**config.mk**
```make
export PLATFORM = sky130hd
export DESIGN_NAME = wdog_rst_cause
export DESIGN_NICKNAME = d
export VERILOG_FILES = /design/src/rtl/wdog_pkg.sv /design/src/rtl/wdog_prescale.sv /design/src/rtl/wdog_timeout.sv /design/src/rtl/wdog_cause.sv /design/src/rtl/wdog_rst_cause.sv
export SDC_FILE = /design/constraint.sdc
export NUM_CORES = 1
export LEC_CHECK = 0
export BUFFER_PORTS_ARGS = -buffer_cell sky130_fd_sc_hd__buf_2
export CAP_MARGIN = 10
export CORE_AREA = 2 2 58 44
export CTS_CLUSTER_DIAMETER = 40
export DETAILED_ROUTE_END_ITERATION = 12
export DIE_AREA = 0 0 60 46
export GPL_TIMING_DRIVEN = 0
export PLACE_DENSITY = 0.63
export SETUP_SLACK_MARGIN = 0.2
export SLEW_MARGIN = 20
export SYNTH_ARGS = -nofsm -noshare
export SYNTH_HDL_FRONTEND = slang
export SYNTH_SLANG_ARGS = --single-unit
```
**constraint.sdc**
```tcl
create_clock -name clk_i -period 0.8 [get_ports clk_i]
set_clock_uncertainty 0.1 [all_clocks]
set_input_delay 0.04 -clock clk_i [delete_from_list [all_inputs] [get_ports clk_i]]
set_output_delay 0.04 -clock clk_i [all_outputs]
set_load 0.1 [all_outputs]
```
**src/rtl/wdog_pkg.sv**
```systemverilog
package wdog_pkg;
  localparam int CAUSE_W   = 3;
  localparam int CAUSE_EXT = 0;
  localparam int CAUSE_WDT = 1;
  localparam int CAUSE_BOR = 2;

  typedef enum logic {
    WD_COUNT = 1'b0,
    WD_PULSE = 1'b1
  } wdog_state_e;
endpackage

```
**src/rtl/wdog_prescale.sv**
```systemverilog
module wdog_prescale #(
  parameter int PRESCALE_DIV = 4
) (
  input  logic clk_i,
  input  logic rst_ni,
  input  logic clr_i,
  output logic tick_o
);
  generate
    if (PRESCALE_DIV <= 1) begin : g_nodiv
      assign tick_o = !clr_i;
    end else begin : g_div
      localparam int PW = $clog2(PRESCALE_DIV);
      localparam logic [PW-1:0] PMAX = PW'(PRESCALE_DIV - 1);
      logic [PW-1:0] pcnt_q, pcnt_d;
      logic          at_max;

      assign at_max = (pcnt_q == PMAX);
      assign tick_o = !clr_i && at_max;

      always_comb begin
        if (clr_i || at_max) pcnt_d = '0;
        else                 pcnt_d = pcnt_q + PW'(1);
      end

      always_ff @(posedge clk_i or negedge rst_ni) begin
        if (!rst_ni) pcnt_q <= '0;
        else         pcnt_q <= pcnt_d;
      end
    end
  endgenerate
endmodule

```
**src/rtl/wdog_timeout.sv**
```systemverilog
module wdog_timeout
  import wdog_pkg::*;
#(
  parameter int TIMEOUT_TICKS = 8,
  parameter int RST_CYCLES    = 16
) (
  input  logic clk_i,
  input  logic rst_ni,
  input  logic hold_i,
  input  logic kick_i,
  input  logic tick_i,
  output logic expire_o,
  output logic pulse_o
);
  localparam int TW = (TIMEOUT_TICKS > 1) ? $clog2(TIMEOUT_TICKS) : 1;
  localparam int RW = (RST_CYCLES > 1) ? $clog2(RST_CYCLES) : 1;
  localparam logic [TW-1:0] TMAX = TW'(TIMEOUT_TICKS - 1);
  localparam logic [RW-1:0] RMAX = RW'(RST_CYCLES - 1);

  wdog_state_e   state_q, state_d;
  logic [TW-1:0] tcnt_q, tcnt_d;
  logic [RW-1:0] rcnt_q, rcnt_d;

  always_comb begin
    state_d  = state_q;
    tcnt_d   = tcnt_q;
    rcnt_d   = rcnt_q;
    expire_o = 1'b0;
    unique case (state_q)
      WD_COUNT: begin
        if (hold_i || kick_i) begin
          tcnt_d = '0;
        end else if (tick_i) begin
          if (tcnt_q == TMAX) begin
            state_d  = WD_PULSE;
            tcnt_d   = '0;
            rcnt_d   = '0;
            expire_o = 1'b1;
          end else begin
            tcnt_d = tcnt_q + TW'(1);
          end
        end
      end
      WD_PULSE: begin
        if (rcnt_q == RMAX) begin
          state_d = WD_COUNT;
          rcnt_d  = '0;
        end else begin
          rcnt_d = rcnt_q + RW'(1);
        end
      end
      default: state_d = WD_COUNT;
    endcase
  end

  always_ff @(posedge clk_i or negedge rst_ni) begin
    if (!rst_ni) begin
      state_q <= WD_COUNT;
      tcnt_q  <= '0;
      rcnt_q  <= '0;
    end else begin
      state_q <= state_d;
      tcnt_q  <= tcnt_d;
      rcnt_q  <= rcnt_d;
    end
  end

  assign pulse_o = (state_q == WD_PULSE);


  stopped_no_rst_chk: assert property (@(posedge clk_i) disable iff (!rst_ni)
    (!pulse_o && hold_i) |=> !pulse_o);


  kick_restart_chk: assert property (@(posedge clk_i) disable iff (!rst_ni)
    (!pulse_o && kick_i) |=> (tcnt_q == '0));


  pulse_len_chk: assert property (@(posedge clk_i) disable iff (!rst_ni)
    $fell(pulse_o) |-> ($past(rcnt_q) == RMAX));


  pulse_hold_chk: assert property (@(posedge clk_i) disable iff (!rst_ni)
    (pulse_o && rcnt_q != RMAX) |=> pulse_o);
endmodule

```
**src/rtl/wdog_cause.sv**
```systemverilog
module wdog_cause
  import wdog_pkg::*;
(
  input  logic               clk_i,
  input  logic               rst_ni,
  input  logic [CAUSE_W-1:0] set_i,
  input  logic               wr_i,
  input  logic [CAUSE_W-1:0] wdata_i,
  output logic [CAUSE_W-1:0] cause_o
);
  logic [CAUSE_W-1:0] flag_q, flag_d, keep;

  always_comb begin
    keep   = wr_i ? wdata_i : '1;
    flag_d = set_i | (flag_q & keep);
  end

  always_ff @(posedge clk_i or negedge rst_ni) begin
    if (!rst_ni) flag_q <= '0;
    else         flag_q <= flag_d;
  end

  assign cause_o = flag_q;


  wdt_flag_set_chk: assert property (@(posedge clk_i) disable iff (!rst_ni)
    set_i[CAUSE_WDT] |=> cause_o[CAUSE_WDT]);


  wr_clear_chk: assert property (@(posedge clk_i) disable iff (!rst_ni)
    (wr_i && !wdata_i[CAUSE_BOR] && !set_i[CAUSE_BOR]) |=> !cause_o[CAUSE_BOR]);
endmodule

```
**src/rtl/wdog_rst_cause.sv**
```systemverilog
module wdog_rst_cause
  import wdog_pkg::*;
#(
  parameter int PRESCALE_DIV  = 4,
  parameter int TIMEOUT_TICKS = 8,
  parameter int RST_CYCLES    = 16
) (
  input  logic         clk_i,
  input  logic         por_ni,
  input  logic         fuse_en_i,
  input  logic         sw_en_i,
  input  logic         kick_i,
  input  logic         ext_rst_i,
  input  logic         bor_i,
  input  logic         cause_wr_i,
  input  logic [2:0]   cause_wdata_i,
  output logic         sys_rst_o,
  output logic [2:0]   cause_o
);
  logic [1:0]         rst_sync_q;
  logic               rst_n;
  logic               run, hold, tick, expire, pulse, presc_clr;
  logic [CAUSE_W-1:0] cause_set;

  always_ff @(posedge clk_i or negedge por_ni) begin
    if (!por_ni) rst_sync_q <= 2'b00;
    else         rst_sync_q <= {rst_sync_q[0], 1'b1};
  end
  assign rst_n = rst_sync_q[1];

  assign run       = fuse_en_i || sw_en_i;
  assign hold      = !run || ext_rst_i || bor_i;
  assign presc_clr = hold || kick_i || pulse;

  wdog_prescale #(.PRESCALE_DIV(PRESCALE_DIV)) u_presc (
    .clk_i  (clk_i),
    .rst_ni (rst_n),
    .clr_i  (presc_clr),
    .tick_o (tick)
  );

  wdog_timeout #(.TIMEOUT_TICKS(TIMEOUT_TICKS), .RST_CYCLES(RST_CYCLES)) u_tmo (
    .clk_i    (clk_i),
    .rst_ni   (rst_n),
    .hold_i   (hold),
    .kick_i   (kick_i),
    .tick_i   (tick),
    .expire_o (expire),
    .pulse_o  (pulse)
  );

  always_comb begin
    cause_set            = '0;
    cause_set[CAUSE_EXT] = ext_rst_i;
    cause_set[CAUSE_WDT] = expire;
    cause_set[CAUSE_BOR] = bor_i;
  end

  wdog_cause u_cause (
    .clk_i   (clk_i),
    .rst_ni  (rst_n),
    .set_i   (cause_set),
    .wr_i    (cause_wr_i),
    .wdata_i (cause_wdata_i),
    .cause_o (cause_o)
  );

  assign sys_rst_o = pulse;


  fuse_runs_chk: assert property (@(posedge clk_i) disable iff (!rst_n)
    (fuse_en_i && !sw_en_i && !ext_rst_i && !bor_i && !kick_i && !pulse) |-> !hold);


  ext_flag_chk: assert property (@(posedge clk_i) disable iff (!rst_n)
    ext_rst_i |=> cause_o[CAUSE_EXT]);


  por_clear_chk: assert property (@(posedge clk_i)
    !por_ni |-> (cause_o == '0 && !sys_rst_o));
endmodule

```
==> results.py <==
metrics = {
    "sta": {
        "period_share_pct": 198,
        "setup_viol": 17,
        "setup_tns_ps": -8280,
        "holdWs_ps": -147,
        "tightest_slew_ps": 536,
        "slew_violations": 0,
        "period_minus_slack_ps": 1580,
        "rsz0062_at_grt": "true",
        "max_freq_mhz": 633,
        "hold_viol_final": 5,
        "slew_headroom_pct": 64.3,
        "timing.final.ws_setup_ps": -780,
    },
    "clock_tree": {
        "insertion_delay_ps": 290,
        "cts_tree": "yes",
        "ctsHoldBuffers": 1,
        "cts_num_sinks": 15,
        "cts_max_path_buffers": 2,
        "clk_pin_slew_ps": 100,
        "cts_root_buf": "clkbuf_4",
        "htreeDepth": 1,
        "numCtsBuffers": 3,
    },
    "final_layout": {
        "layout-drive-gt1-share_pct": 54.3,
        "layout_common_cells": "dfrtp_1, buf_2, buf_4",
        "nets": 110,
        "n_fill_cell": 204,
        "diodes": 0,
        "synthToLayoutAreaGrowth_pct": 58.0,
        "final_common_cell": "dfrtp_1",
        "regArea_um2": 390,
        "multiInputGateArea_um2": 404,
    },
    "yosys": {
        "async_reset_ff_share_pct": 100,
        "syn_area_um2": 736,
        "ys_warn_count": 0,
        "synthCells": 62,
        "synth_cell_types": 31,
        "synth-edff-count": 0,
        "yosys_register_bits": 15,
        "syn_area_per_cell_um2": 11.9,
        "synthFlopType": "dfrtp_1",
        "syn-num-nets": 77,
        "ys_seq_area_share_pct": 51.0,
    },
    "flow_run": {
        "drv_cap": 0,
    },
    "critical_path": {
        "crit_chain": "ha_2 -> ha_4 -> o211ai_1 -> nor2_1 -> mux2_4",
        "cp.buffers_inverters": 0,
        "worstPathArrival_ps": 1650,
        "reg2reg_from": "u_tmo.tcnt_q[0]",
        "path_max_fanout": 4,
        "cp-start-kind": "flip-flop",
        "crit_type": "reg -> reg",
        "crit_slowest_cell": "dfrtp_1",
        "critPathCaptureType": "flip-flop",
        "critPathLaunch": "u_tmo.tcnt_q[0]",
        "cp_slowest_stage_delay_ps": 410,
        "crit_family": "flip-flops",
        "worstPathRequired_ps": 870,
    },
    "floorplan": {
        "die_h_um": 46,
        "fp.dieW_um": 60,
        "start_util_pct": 32.4,
        "core-area_um2": 2270,
        "io_pins": 15,
        "fp.dieArea_um2": 2760,
        "row_count": 15,
    },
    "hold_path": {
        "min-delay-start": "bor_i",
        "holdCritPathClass": "in -> reg",
    },
    "routing": {
        "avgRoutedWirePerCell_um": 12.3,
        "vias": 580,
        "via_per_inst": 4.53,
        "routed_wl_mm": 1.58,
        "drt_iter0_drc": 14,
        "ant_nets": 0,
        "drt_first_pass_iters": 4,
        "drc": 0,
    },
    "pwr": {
        "vdd_ir_drop_max_uv": 851,
        "p_leak_nw": 0.492,
        "p_per_area_nw_per_um2": 1210,
    },
    "placed_design": {
        "gp_congestion": 0.715,
        "preCtsSetupSlack_ps": -766,
        "dp_hpwl_mm": 1.01,
        "portBuffers": 14,
    },
    "run_status": {
        "outcome": "complete, but fails checks",
        "violations": "negative hold slack, negative setup slack",
    },
    "global_routing": {
        "antenna_found_initial": 0,
        "grt_pass1_vias": 536,
        "grt_max_degree": 14,
        "track_usage_pct": 12.2,
        "grt_pass1_wl_mm": 2.35,
        "grt-ovfl-total": 0,
    },
}
==> synthesized netlist by cell type (2+ instances only) <==
master	count	area, µm²
inv_1	3	11.3
o21ai_0	6	30.0
ha_1	4	50.1
nand2_1	3	11.3
nor2_1	2	7.51
a22o_1	2	17.5
nand2b_1	4	25.0
dfrtp_1	15	375
==> final timing paths <==
check                      cells past startpoint                  to  slack [ps]
max                                            5       u_tmo.pulse_o        -780
min                                            2  u_cause.cause_o[2]        -150
max reg2reg                                    5       u_tmo.pulse_o        -780
max in group asynchronous                      0  u_cause.cause_o[0]          80
min in group asynchronous                      2       rst_sync_q[0]         -40
min reg2reg                                    0     u_tmo.rcnt_q[3]         110
==> state kept, by name, indices dropped and copies added, names as in the netlist <==
signal	cells
u_tmo.tcnt_q	3
u_cause.cause_o	3
u_tmo.rcnt_q	4
rst_sync_q	2
u_presc.g_div.pcnt_q	2
u_tmo.pulse_o	1
==> cell families after synthesis <==
group	count (synthesis)	synth area share, %
xor gates and xnor gates	1	1.19
buffers and inverters	5	3.57
DFF	15	51.0
muxes	1	1.53
other	1	0.510
AOI/OAI and AO/OA	18	17.9
adders and majority gates	4	6.80
and+or+nand+nor	17	17.5
==> per-layer routing <==
| metal | up-vias | part of all wire [%] | global-route usage, % | routed length [µm] |
|---|---|---|---|---|
| met5 | - | 0 | 0 | 0 |
| met4 | 0 | 1.8 | 5.33 | 28 |
| met3 | 4 | 2.5 | 5.40 | 40 |
| met2 | 8 | 49 | 18.9 | 766 |
| met1 | 280 | 47 | 14.6 | 742 |
| li1 | 288 | - | - | - |
==> repair_timing <==
action / in CTS / in global routing
setup buffers: 10 / 3
gates resized for setup: 27 / 2
pin swaps: 6 / 4
setup endpoints to repair: 30 / 30
hold endpoints to repair: 5 / 5
==> cell type report <==
type | count | area share, %
buffer | 2 | 3.12
clock buffer | 4 | 2.26
inverter | 3 | 1.18
multi-input combinational | 42 | 34.8
sequential | 15 | 33.6
tap | 34 | 3.66
timing repair buffer | 28 | 21.4
==> through the flow <==
stage / util [%] / power [mW] / instances / hold slack [ps] / cell area [µm²]
after global routing: 51.2 / 1.45 / 128 / -153 / 1160
final: 51.2 / 1.41 / 128 / -147 / 1160
after floorplan: - / 0.895 / 62 / -356 / 798
after detailed placement: 40.1 / 0.939 / 110 / -272 / 911
after CTS: 49.6 / 1.43 / 125 / -161 / 1130
after global placement: 40.1 / 0.936 / 110 / -275 / 911
==> power breakdown <==
part	switching [mW]	internal (mW)
sequential	0.0218	0.775
clock	0.255	0.194
combinational	0.0891	0.0760
total	0.366	1.05
No activity file was read; power rests on OpenSTA's default activity.
